**src/rtl/secmod_pkg.sv**
```systemverilog
package secmod_pkg;
  localparam logic [7:0] CTL_ABORT = 8'h01;
  localparam logic [7:0] CTL_LAST  = 8'h04;
  localparam logic [7:0] CTL_INDEX = 8'h08;
  localparam int ST_BUSY = 0;
  localparam int ST_AVAIL = 1;
  localparam int ST_ERR = 2;
  typedef enum logic [1:0] {IX_IDLE, IX_HI, IX_LO, IX_READY} idx_state_e;
endpackage

```
**src/rtl/secmod_fifo.sv**
```systemverilog
module secmod_fifo #(
  parameter int W = 8,
  parameter int DEPTH = 4
) (
  input  logic         clk,
  input  logic         rst_n,
  input  logic         flush,
  input  logic         push,
  input  logic [W-1:0] din,
  input  logic         pop,
  output logic [W-1:0] dout,
  output logic         full,
  output logic         empty
);
  localparam int AW = $clog2(DEPTH);
  logic [W-1:0] mem [DEPTH];
  logic [AW:0] wp, rp;

  always_ff @(posedge clk or negedge rst_n) begin
    if (!rst_n) begin
      wp <= '0;
      rp <= '0;
    end else if (flush) begin
      wp <= '0;
      rp <= '0;
    end else begin
      if (push && !full) wp <= wp + 1'b1;
      if (pop && !empty) rp <= rp + 1'b1;
    end
  end

  always_ff @(posedge clk) begin
    if (push && !full && !flush) mem[wp[AW-1:0]] <= din;
  end

  assign full  = (wp[AW] != rp[AW]) && (wp[AW-1:0] == rp[AW-1:0]);
  assign empty = (wp == rp);
  assign dout  = mem[rp[AW-1:0]];
endmodule

```
**src/rtl/secmod_id_index.sv**
```systemverilog
module secmod_id_index
  import secmod_pkg::*;
#(
  parameter logic [15:0] IDX_BASE = 16'h0F00,
  parameter logic [31:0] ID_VERSION = 32'h04030201,
  parameter logic [31:0] ID_SIG = 32'h41424344
) (
  input  logic       clk,
  input  logic       rst_n,
  input  logic       clear,
  input  logic       start,
  input  logic       p0_wr,
  input  logic [7:0] wdata,
  input  logic       p1_access,
  output logic       active,
  output logic       ready,
  output logic [7:0] id_byte
);
  localparam int ID_BYTES = 8;
  idx_state_e state;
  logic [7:0] idx_hi, idx_lo;
  logic [15:0] full_idx, off;
  logic [7:0] id_tab [ID_BYTES];

  for (genvar g = 0; g < ID_BYTES; g++) begin : g_tab
    if (g < 4) begin : g_ver
      assign id_tab[g] = ID_VERSION[8*g +: 8];
    end else begin : g_sig
      assign id_tab[g] = ID_SIG[8*(7-g) +: 8];
    end
  end

  always_ff @(posedge clk or negedge rst_n) begin
    if (!rst_n) begin
      state  <= IX_IDLE;
      idx_hi <= '0;
      idx_lo <= '0;
    end else if (clear) begin
      state <= IX_IDLE;
    end else if (start) begin
      state <= IX_HI;
    end else begin
      unique case (state)
        IX_HI:    if (p0_wr) begin idx_hi <= wdata; state <= IX_LO; end
        IX_LO:    if (p0_wr) begin idx_lo <= wdata; state <= IX_READY; end
        IX_READY: if (p1_access) state <= IX_IDLE;
        default:  state <= IX_IDLE;
      endcase
    end
  end

  assign active   = (state == IX_HI) || (state == IX_LO);
  assign ready    = (state == IX_READY);
  assign full_idx = {idx_hi, idx_lo};
  assign off      = full_idx - IDX_BASE;

  always_comb begin
    if ((full_idx >= IDX_BASE) && (off < 16'd8)) id_byte = id_tab[off[2:0]];
    else id_byte = 8'hFF;
  end
endmodule

```
**src/rtl/secmod_port_if.sv**
```systemverilog
module secmod_port_if
  import secmod_pkg::*;
#(
  parameter int CMD_DEPTH = 4,
  parameter int RSP_DEPTH = 4,
  parameter logic [15:0] IDX_BASE = 16'h0F00,
  parameter logic [31:0] ID_VERSION = 32'h04030201,
  parameter logic [31:0] ID_SIG = 32'h41424344
) (
  input  logic       clk,
  input  logic       rst_n,
  input  logic       io_cs,
  input  logic       io_wr,
  input  logic       io_addr,
  input  logic [7:0] io_wdata,
  output logic [7:0] io_rdata,
  output logic       cmd_valid,
  input  logic       cmd_ready,
  output logic [7:0] cmd_data,
  output logic       cmd_last,
  input  logic       rsp_valid,
  output logic       rsp_ready,
  input  logic [7:0] rsp_data,
  input  logic       rsp_last,
  output logic       core_flush
);
  logic wr0, wr1, rd0, rd1;
  logic idx_active, idx_ready;
  logic [7:0] id_byte;
  logic abort_req, mark_req, idx_start;
  logic cmd_wr, cmd_ok, cmd_bad;
  logic busy, rerr, last_pend, da;
  logic cmd_full, cmd_empty, rsp_full, rsp_empty;
  logic [7:0] rsp_head;
  logic [8:0] cmd_word;
  logic rsp_acc;

  assign wr0 = io_cs && io_wr && !io_addr;
  assign wr1 = io_cs && io_wr && io_addr;
  assign rd0 = io_cs && !io_wr && !io_addr;
  assign rd1 = io_cs && !io_wr && io_addr;

  assign abort_req = wr1 && !idx_ready && (io_wdata == CTL_ABORT);
  assign mark_req  = wr1 && !idx_ready && (io_wdata == CTL_LAST);
  assign idx_start = wr1 && !idx_ready && (io_wdata == CTL_INDEX);

  assign cmd_wr  = wr0 && !idx_active;
  assign cmd_ok  = cmd_wr && !busy && !cmd_full;
  assign cmd_bad = cmd_wr && (busy || cmd_full);

  assign rsp_ready = busy && !rsp_full;
  assign rsp_acc   = rsp_valid && rsp_ready;
  assign da        = !busy && !rsp_empty;

  secmod_id_index #(
    .IDX_BASE(IDX_BASE), .ID_VERSION(ID_VERSION), .ID_SIG(ID_SIG)
  ) u_idx (
    .clk(clk), .rst_n(rst_n), .clear(abort_req), .start(idx_start),
    .p0_wr(wr0), .wdata(io_wdata), .p1_access(rd1 || wr1),
    .active(idx_active), .ready(idx_ready), .id_byte(id_byte)
  );

  secmod_fifo #(.W(9), .DEPTH(CMD_DEPTH)) u_cmdq (
    .clk(clk), .rst_n(rst_n), .flush(abort_req),
    .push(cmd_ok), .din({last_pend, io_wdata}),
    .pop(cmd_ready), .dout(cmd_word), .full(cmd_full), .empty(cmd_empty)
  );

  secmod_fifo #(.W(8), .DEPTH(RSP_DEPTH)) u_rspq (
    .clk(clk), .rst_n(rst_n), .flush(abort_req),
    .push(rsp_acc), .din(rsp_data),
    .pop(rd0 && da), .dout(rsp_head), .full(rsp_full), .empty(rsp_empty)
  );

  assign cmd_valid = !cmd_empty;
  assign cmd_data  = cmd_word[7:0];
  assign cmd_last  = cmd_word[8];

  always_ff @(posedge clk or negedge rst_n) begin
    if (!rst_n) begin
      busy       <= 1'b0;
      rerr       <= 1'b0;
      last_pend  <= 1'b0;
      core_flush <= 1'b0;
    end else if (abort_req) begin
      busy       <= 1'b0;
      rerr       <= 1'b0;
      last_pend  <= 1'b0;
      core_flush <= 1'b1;
    end else begin
      core_flush <= 1'b0;
      if (mark_req) last_pend <= 1'b1;
      if (cmd_ok && last_pend) begin
        busy      <= 1'b1;
        last_pend <= 1'b0;
      end
      if (cmd_bad) rerr <= 1'b1;
      if (rsp_acc && rsp_last) busy <= 1'b0;
    end
  end

  always_comb begin
    if (!io_addr) io_rdata = da ? rsp_head : 8'h00;
    else if (idx_ready) io_rdata = id_byte;
    else begin
      io_rdata = 8'h00;
      io_rdata[ST_BUSY]  = busy;
      io_rdata[ST_AVAIL] = da;
      io_rdata[ST_ERR]   = rerr;
    end
  end
endmodule

```
**config.mk**
```make
export PLATFORM = sky130hd
export DESIGN_NAME = secmod_port_if
export DESIGN_NICKNAME = d
export VERILOG_FILES = /design/src/rtl/secmod_pkg.sv /design/src/rtl/secmod_fifo.sv /design/src/rtl/secmod_id_index.sv /design/src/rtl/secmod_port_if.sv
export SDC_FILE = /design/constraint.sdc
export NUM_CORES = 1
export LEC_CHECK = 0
export BUFFER_PORTS_ARGS = -buffer_cell sky130_fd_sc_hd__buf_2
export CORE_MARGIN = 10
export CORE_UTILIZATION = 50
export DETAILED_ROUTE_END_ITERATION = 6
export PLACE_DENSITY = 0.74
export SYNTH_ARGS = -nofsm -noshare
export SYNTH_HDL_FRONTEND = slang
export SYNTH_SLANG_ARGS = --single-unit
```
**constraint.sdc**
```tcl
create_clock -name clk -period 5.7 [get_ports clk]
set_input_delay 0.57 -clock clk [delete_from_list [all_inputs] [get_ports clk]]
set_output_delay 0.57 -clock clk [all_outputs]
set_load 0.02 [all_outputs]
```
==> impl_metrics.json, run 1 <==
{
  "cp-end-kind": "output port",
  "r2r_slack_ps": 2970,
  "num_vias": 2568,
  "tightest_slew_ps": 1260,
  "port_buffers": 43,
  "synth_edf_count": 68,
  "clkTransAtPathRegs_ps": 120,
  "die_y_um": 115,
  "core_area_mm2": 0.00876,
  "fin_crit_ps": 2970,
  "critical_path_class": "reg -> out",
  "fmax_mhz": 337,
  "synthFlopType": "edfxtp_1",
  "power_frac_clock_pct": 19.0,
  "die_w_um": 115,
  "fillers": 677,
  "grt.total_usage_pct": 13.2,
  "drive_gt1_share_pct": 27.4,
  "start_kind": "flip-flop",
  "p_comb_share_pct": 33.9,
  "syn-num-nets": 336,
  "drt_iter0_markers": 103,
  "drt-total-wl_um": 8420,
  "status": "completed",
  "cts.sinks": 102,
  "final.setup_skew_ps": 20.9,
  "synth_top_area_cell": "edfxtp_1",
  "setup_viol": 0,
  "rows": 34,
  "rr_worst_depth": 3,
  "cp.required_ps": 5130,
  "timing.rr.start": "u_rspq.rp[0]$_DFFE_PN0P_",
  "grt_pass1_wl_um": 13800,
  "vias_per_cell": 5.61,
  "yosysUniqueCellTypes": 46,
  "cts_resized": 0,
  "grt_pass1_vias": 2744,
  "ys_warn_count": 0,
  "vdd_drop_max_mv": 0.229,
  "cts_hold_buffers": 0,
  "antenna_found_initial": 0,
  "area_delta_synth_final_pct": 11.4,
  "p_switching_uw": 870,
  "slew_headroom_pct": 15.4,
  "finalCritPeriodShare_pct": 52.1,
  "finalHoldViolCount": 0,
  "ant_nets": 0,
  "cts_tree": "built",
  "crit_start": "u_rspq.rp[0]$_DFFE_PN0P_",
  "drt_first_pass_iters": 4,
  "p_per_area_mw_per_mm2": 466,
  "hold_path_class": "in -> async",
  "n_antenna_cell": 0,
  "rsz0062_at_grt": "false",
  "numCtsBuffers": 9,
  "syn_inst": 298,
  "seq_area_frac_synth_pct": 63.9,
  "yosys-top-cells-area": "edfxtp_1 (45%), dfrtp_1 (19%), mux4_2 (8.5%)",
  "finalSetupTns_ps": 0,
  "clockBufferDepth": 2,
  "drv_slew": 0,
  "place_congestion": 0.762,
  "r2r_end": "u_rspq.mem[3][6]$_DFFE_PP_",
  "h-tree-depth": 3,
  "finalInstanceArea_mm2": 0.00504,
  "synth_seq_cells": 102,
  "maxCapViolCount": 0,
  "syn_area_mm2": 0.00452,
  "grt_max_degree": 35,
  "ys_async_sr_fraction_pct": 33.3,
  "grt_overflow": 0,
  "netSwitchingFraction_pct": 37.0,
  "p_seq_share_pct": 47.1,
  "initial_core_util_pct": 51.6,
  "pin_count": 44,
  "placed_area_mm2": 0.00484,
  "post_cts_buffers": 0,
  "dp_hpwl_um": 5950,
  "remaining_drc_errors": 0,
  "final_common_cell": "edfxtp_1",
  "synth_top_area_share_pct": 45.1,
  "final_cell_mix": "edfxtp_1 (68), buf_2 (43), dfrtp_1 (34)",
  "clock_latency_ps": 370,
  "wire_per_inst_um": 18.4,
  "die-area_mm2": 0.0133,
  "arrival_ps": 2400,
  "p_leak_uw": 0.00195,
  "p_int_uw": 1480,
  "fin_nets": 383,
  "clock-root-buffer": "clkbuf_8",
  "avgSynthCellArea_um2": 15.2,
  "crit_fanout": 12
}
==> logic make-up after synthesis <==
group           count (synthesis)  synth area share [%]
fa+ha+maj                      14                  3.87
mux                            35                  12.9
simple gates                   67                  8.30
buf+inv                        27                  2.43
flops                         102                  63.9
compound gates                 39                  5.89
xor+xnor                       14                  2.71
==> metrics by stage <==
stage / util, % / std cells / hold WS [ps] / power (µW) / worst slack [ps]
3_5_place_dp: 55.2 / 442 / 467 / 1930 / 2970
6_report: 57.5 / 458 / 258 / 2350 / 2730
2_1_floorplan: - / 298 / 274 / 1700 / 3460
3_3_place_gp: 55.2 / 442 / 467 / 1910 / 2990
5_1_grt: 57.5 / 458 / 308 / 2520 / 2460
4_1_cts: 57.5 / 458 / 286 / 2380 / 2700
==> sequential cells by signal (all words and copies together) (netlist names) <==
signal / cells
u_cmdq.mem: 36
u_rspq.mem: 32
u_idx.idx_hi: 8
u_idx.idx_lo: 8
u_cmdq.rp: 3
u_cmdq.wp: 3
u_rspq.rp: 3
u_rspq.wp: 3
u_idx.state: 2
busy: 1
core_flush: 1
last_pend: 1
rerr: 1
==> cell usage after synthesis (all sizes together) (2+ instances only) <==
| cell | number |
|---|---|
| inv | 20 |
| nand3 | 4 |
| edfxtp | 68 |
| o21ai | 15 |
| ha | 14 |
| and4b | 2 |
| mux2 | 15 |
| nand4 | 3 |
| dfrtp | 34 |
| buf | 5 |
| nor3b | 2 |
| xor2 | 8 |
| mux4 | 17 |
| o311ai | 4 |
| nor2 | 13 |
| mux2i | 3 |
| a21oi | 5 |
| nor3 | 9 |
| or3 | 3 |
| o31ai | 3 |
| clkbuf | 2 |
| and2 | 7 |
| o22ai | 2 |
| xnor2 | 6 |
| nand2 | 15 |
| o211ai | 2 |
==> worst max-delay path, cell delays in order (launching register included) <==
cell	delay [ps]
dfrtp_1	790
xnor2_1	210
a31oi_1	300
nand2_1	220
o21ai_0	290
buf_2	220
==> per-layer routing <==
metal  GRT usage, %  share of wire, %  vias up
met5              0                 0        -
met4           4.46               1.1        0
met3           3.18               4.3        6
met2           22.4                51       48
met1           16.1                44     1284
li1               -                 -     1230
==> power by group through the flow <==
stage               clock (µW)  sequential [µW]  combinational [µW]
floorplan                    0             1030                 671
global placement             0             1120                 790
detailed placement           0             1130                 805
CTS                        457             1110                 810
global route               490             1130                 893
finish                     447             1110                 797
==> worst max-delay path by stage <==
| stage | slack, ps | depth (start not counted) | to |
|---|---|---|---|
| after floorplan | 3460 | 5 | io_rdata[3] |
| after global placement | 2990 | 3 | u_rspq.mem[3][4]$_DFFE_PP_ |
| after detailed placement | 2970 | 3 | u_rspq.mem[3][4]$_DFFE_PP_ |
| after CTS | 2700 | 5 | io_rdata[3] |
| after global routing | 2460 | 5 | io_rdata[3] |
| final | 2730 | 5 | io_rdata[3] |
==> layout make-up <==
type	instances	area [µm²]	share of cell area (%)
Tap cell	108	135	2.68
Clock inverter	7	77.6	1.54
Multi-Input combinational cell	169	1520	30.2
Sequential cell	102	2890	57.4
Inverter	20	75.1	1.49
Timing Repair Buffer	43	215	4.27
Clock buffer	9	124	2.46
(Power assumes the default switching activity.)
==> run 2: changes to the inputs <==
Settings changed: ABC_AREA from default to 1.
Clock period 5.7 ns to 3 ns, I/O delays scaled along.
==> run 2 against run 1 <==
Effect of this change: combinational power is 120% higher; non-clock buffer count up 5; die area up 2.6%; largest power group unchanged; highest routed layer unchanged.
==> impl_metrics.json, run 2 <==
{
  "critical_path_class": "reg -> out",
  "cts_tree": "built",
  "vias_per_cell": 5.47,
  "finalHoldViolCount": 0,
  "syn_area_mm2": 0.00467,
  "grt.total_usage_pct": 15.8,
  "cts.sinks": 102,
  "die_w_um": 117,
  "final_cell_mix": "nand2_1 (88), nor2_1 (72), edfxtp_1 (68)",
  "drive_gt1_share_pct": 14.0,
  "drt-total-wl_um": 10300,
  "ys_warn_count": 0,
  "fin_crit_ps": 2330,
  "remaining_drc_errors": 0,
  "die-area_mm2": 0.0136,
  "finalCritPeriodShare_pct": 77.8,
  "ys_async_sr_fraction_pct": 33.3,
  "clockBufferDepth": 2,
  "fmax_mhz": 428,
  "place_congestion": 0.870,
  "start_kind": "flip-flop",
  "die_y_um": 117,
  "hold_path_class": "in -> async",
  "slowest_stage": "dfrtp_1",
  "synth_top_area_share_pct": 43.7,
  "crit_chain": "xnor2_1, nand3_1, nand2_1, nor2_2, nand2_1, nand2_1, buf_2",
  "cts_hold_buffers": 0,
  "synthFlopType": "edfxtp_1",
  "maxCapViolCount": 0,
  "initial_core_util_pct": 51.0,
  "crit_top_cell": "nand2_1",
  "crit_fanout": 12,
  "grt_max_degree": 35,
  "synth_edf_count": 68,
  "placed_area_mm2": 0.00500,
  "synthAdderAreaFrac_pct": 3.75,
  "pin_count": 44,
  "fin_nets": 547,
  "final_common_cell": "nand2_1",
  "critPathBufInv": 1,
  "dp_hpwl_um": 7500,
  "synth_top_family_by_area": "simple AND/OR/NAND/NOR gates",
  "p_per_area_mw_per_mm2": 876,
  "p_leak_uw": 0.00225,
  "largest_register_ffs": 36,
  "yosysUniqueCellTypes": 26,
  "synth_top_area_cell": "edfxtp_1",
  "synth_xor_area_share_pct": 2.06,
  "met3_usage_pct": 4.57,
  "drv_slew": 0,
  "rows": 35,
  "grt_pass1_wl_um": 16900,
  "cp-end-kind": "output port",
  "setup_viol": 0,
  "synthTopCellsByCount": "nand2_1 (88), nor2_1 (72), edfxtp_1 (68)",
  "seq_area_frac_synth_pct": 62.0,
  "numCtsBuffers": 9,
  "post_cts_buffers": 0,
  "port_buffers": 43,
  "fin_total_pwr_uw": 4550,
  "synth_compound_area_share_pct": 8.68,
  "h-tree-depth": 3,
  "drt_iter0_markers": 266,
  "rsz0062_at_grt": "false",
  "ant_nets": 0,
  "core_area_mm2": 0.00915,
  "slew_headroom_pct": 47.6,
  "yosys-top-cells-area": "edfxtp_1 (44%), dfrtp_1 (18%), nand2_1 (7.1%)",
  "tightest_slew_ps": 786,
  "critPathTopFamily": "simple AND/OR/NAND/NOR gates",
  "fillers": 774,
  "clock_latency_ps": 370,
  "wire_per_inst_um": 16.5,
  "grt_use_met1_pct": 19.8,
  "syn-num-nets": 499,
  "cts_resized": 0,
  "avgSynthCellArea_um2": 10.1,
  "clkTransAtPathRegs_ps": 100,
  "synthSimpleGateAreaFrac_pct": 19.1,
  "synth_seq_cells": 102,
  "drt_first_pass_iters": 5,
  "arrival_ps": 2030,
  "vdd_drop_max_mv": 0.422,
  "hold_slack_ps": 0.963,
  "crit_path_max_incr_delay_ps": 540,
  "num_vias": 3419,
  "final.setup_skew_ps": 12.0,
  "n_antenna_cell": 0,
  "area_delta_synth_final_pct": 11.2,
  "clock-root-buffer": "clkbuf_8",
  "cp.required_ps": 2700,
  "antenna_found_initial": 0,
  "status": "completed",
  "busiest_layer": "met2",
  "finalInstanceArea_mm2": 0.00519,
  "grt_pass1_vias": 3406,
  "syn_inst": 461,
  "synthMuxAreaShare_pct": 0,
  "finalSetupTns_ps": 0,
  "grt_overflow": 0,
  "synth_most_common_cell": "nand2_1",
  "globalRouteMet2Util_pct": 26.2
}
-- run 2: cell count changes after synthesis, sizes merged, moves of 17 or more --
cell and delta:
nand2 +75, nor2 +61, o21ai +42, nand3 +23, inv +20, mux4 -17
-- run 2: cell families (layout without fill, tap and decap cells) --
| group | after synthesis | after routing |
|---|---|---|
| xor+xnor | 11 | 11 |
| buf+inv | 51 | 104 |
| flops | 102 | 102 |
| fa+ha+maj | 14 | 14 |
| simple gates | 206 | 206 |
| compound gates | 77 | 77 |
-- run 2: where the power goes --
part	leakage (µW)	total [µW]	internal (µW)	switching (µW)
Sequential	0.00105	1940	1730	207
Combinational	0.00111	1780	621	1160
Clock	0.0000969	832	322	509
Total	0.00225	4550	2670	1880
-- run 2: stage by stage --
step | worst slack (ps) | std cells | util [%]
finish | 666 | 625 | 56.7
global route | 488 | 625 | 56.7
CTS | 673 | 625 | 56.7
detailed placement | 709 | 609 | 54.7
global placement | 853 | 609 | 54.7
floorplan | 1120 | 461 | -
-- run 2: cell type report --
class | count | area, µm² | area share, %
Clock buffer | 9 | 124 | 2.38
Multi-Input combinational cell | 308 | 1570 | 30.2
Timing Repair Buffer | 48 | 253 | 4.87
Inverter | 40 | 150 | 2.89
Sequential cell | 102 | 2890 | 55.7
Tap cell | 111 | 139 | 2.67
Clock inverter | 7 | 66.3 | 1.28
-- run 2: routing by layer --
layer | up-vias | wire [µm] | part of all wire, %
met5 | - | 0 | 0
met4 | 0 | 88 | 0.85
met3 | 10 | 660 | 6.4
met2 | 112 | 5020 | 49
met1 | 1636 | 4530 | 44
li1 | 1661 | - | -
-- run 2: final timing paths --
| kind | start | to | slack [ps] | cells after the start |
|---|---|---|---|---|
| setup / recovery | u_rspq.rp[1]$_DFFE_PN0P_ | io_rdata[6] | 670 | 7 |
| hold / removal | rst_n | u_idx.idx_lo[7]$_DFFE_PN0P_ | 1 | 1 |
| setup reg to reg | u_idx.state[1]$_DFFE_PN0P_ | u_rspq.mem[2][4]$_DFFE_PP_ | 700 | 7 |
| hold reg to reg | u_idx.idx_hi[6]$_DFFE_PN0P_ | u_idx.idx_hi[6]$_DFFE_PN0P_ | 500 | 2 |
| max in group asynchronous | rst_n | u_rspq.rp[1]$_DFFE_PN0P_ | 2500 | 1 |
| min in group clk | rsp_data[7] | u_rspq.mem[1][7]$_DFFE_PP_ | 150 | 1 |
==> run 3: changes to the inputs <==
Settings changed: ABC_AREA 1 to 0.
Clock period 3 ns to 2.4 ns, I/O delays scaled along.
==> run 3 against run 2 <==
Effect of this change: critical path depth is 2 lower; core utilization is 1.7 points higher; count of clock-buffer cells in the layout stayed put; highest routed layer unchanged; clock skew is 2.0 ps lower; largest cell class unchanged; sequential share of layout area is 0.79 points higher; non-clock buffer count is 5 higher; global-route usage is 2.6 points lower; die area is 2.6% lower; sequential power is 28% higher.
==> impl_metrics.json, run 3 (synthesis results as in run 1) <==
{
  "arrival_ps": 1970,
  "drv_slew": 0,
  "remaining_drc_errors": 0,
  "num_vias": 2639,
  "p_leak_uw": 0.00200,
  "grt_max_degree": 35,
  "final.setup_skew_ps": 9.97,
  "final_common_cell": "edfxtp_1",
  "fillers": 676,
  "crit_fanout": 6,
  "drt_iter0_markers": 119,
  "place_congestion": 0.778,
  "setup_viol": 0,
  "critical_path_class": "reg -> out",
  "numCtsBuffers": 9,
  "clockBufferDepth": 2,
  "clkTransAtPathRegs_ps": 100,
  "p_per_area_mw_per_mm2": 1120,
  "grt_overflow": 0,
  "cts.sinks": 102,
  "finalCritPeriodShare_pct": 92.2,
  "grt.total_usage_pct": 13.2,
  "crit_start": "u_rspq.wp[1]$_DFFE_PN0P_",
  "rr_worst_depth": 5,
  "seqCellArea_mm2": 0.00289,
  "slew_headroom_pct": 47.4,
  "r2r_slack_ps": 240,
  "final_cell_mix": "edfxtp_1 (68), buf_2 (43), dfrtp_1 (34)",
  "n_antenna_cell": 0,
  "rows": 34,
  "finalHoldViolCount": 0,
  "drive_gt1_share_pct": 29.4,
  "cts_tree": "built",
  "fin_nets": 393,
  "pin_count": 44,
  "port_buffers": 43,
  "area_delta_synth_final_pct": 13.2,
  "fin_total_pwr_uw": 5720,
  "endpoint": "io_rdata[0]",
  "die_y_um": 115,
  "dp_hpwl_um": 6250,
  "grt_pass1_vias": 2746,
  "largest_register_ffs": 36,
  "dp.cells": 451,
  "rsz0062_at_grt": "false",
  "antenna_found_initial": 0,
  "whs_path_depth": 2,
  "vias_per_cell": 5.64,
  "pre_cts_ws_ps": 243,
  "cp.required_ps": 2160,
  "post_cts_buffers": 0,
  "clock_latency_ps": 370,
  "status": "completed",
  "fin_util_pct": 58.4,
  "maxCapViolCount": 0,
  "fin_ws_ps": 188,
  "start_kind": "flip-flop",
  "fin_crit_ps": 2210,
  "vdd_drop_max_mv": 0.721,
  "cp-end-kind": "output port",
  "tightest_slew_ps": 789,
  "wire_per_inst_um": 18.1,
  "hold_path_class": "in -> reg",
  "multiInputGateArea_mm2": 0.00153,
  "die_w_um": 115,
  "h-tree-depth": 3,
  "core_area_mm2": 0.00876,
  "fin_cells": 468,
  "ant_nets": 0,
  "die-area_mm2": 0.0133,
  "timing.rr.start": "u_idx.state[1]$_DFFE_PN0P_",
  "drt_first_pass_iters": 6,
  "drt-total-wl_um": 8490,
  "finalSetupTns_ps": 0,
  "r2r_end": "u_rspq.mem[1][3]$_DFFE_PP_",
  "fmax_mhz": 452,
  "grt_pass1_wl_um": 13800,
  "clock-root-buffer": "clkbuf_8",
  "initial_core_util_pct": 51.6
}
run 3: cell types whose count changed in the layout (fill, tap and decap cells not counted), sizes merged, moves of 15 or more:
cell	previous run	this run
mux2	0	15
mux4	0	17
o21ai	57	15
nor2	74	13
inv	44	24
nand2	90	15
nand3	27	4
run 3: area by class of cell:
class,count,share of cell area [%]
Multi-Input combinational cell,169,29.8
Inverter,20,1.47
Clock buffer,9,2.42
Clock inverter,7,1.44
Tap cell,108,2.64
Sequential cell,102,56.5
Timing Repair Buffer,53,5.72
run 3: worst min path at each step:
stage                  start  slack, ps                       end
global placement       rst_n        350  u_rspq.rp[2]$_DFFE_PN0P_
detailed placement     rst_n        360  u_rspq.wp[2]$_DFFE_PN0P_
global route        rsp_last         30          busy$_DFFE_PN0P_
CTS                 rsp_last         30          busy$_DFFE_PN0P_
floorplan              rst_n        -60          busy$_DFFE_PN0P_
finish              rsp_last         40          busy$_DFFE_PN0P_
run 3: worst max-delay path: stages, from the launching register on:
cell and delay (ps):
dfrtp_1 480, xnor2_1 200, a31oi_2 280, nand2_1 180
o22ai_1 270, buf_2 210
run 3: through the flow:
step | instance area, µm² | hold WS (ps)
final | 5120 | 42.3
after global routing | 5120 | 31.7
after CTS | 5110 | 33.7
after detailed placement | 4910 | 361
after global placement | 4910 | 353
after floorplan | 4520 | -55.6
run 3: report_power, final:
part	switching (µW)	total (µW)	internal (µW)
clock network	628	1040	410
registers	254	2480	2230
logic	1220	2200	984
total	2100	5720	3620
run 3: what timing repair did:
action | in CTS | in global routing
hold buffers | 1 | 0
gates resized for setup | 0 | 1
endpoints found under the hold margin | 34 | 0
setup endpoints to repair | 0 | 3
run 3: layer usage:
layer / track usage (%) / vias to the layer above / wire (µm)
met5: 0 / - / 0
met4: 5.53 / 0 / 183
met3: 3.44 / 14 / 433
met2: 21.7 / 65 / 4230
met1: 16.1 / 1314 / 3640
li1: - / 1246 / -
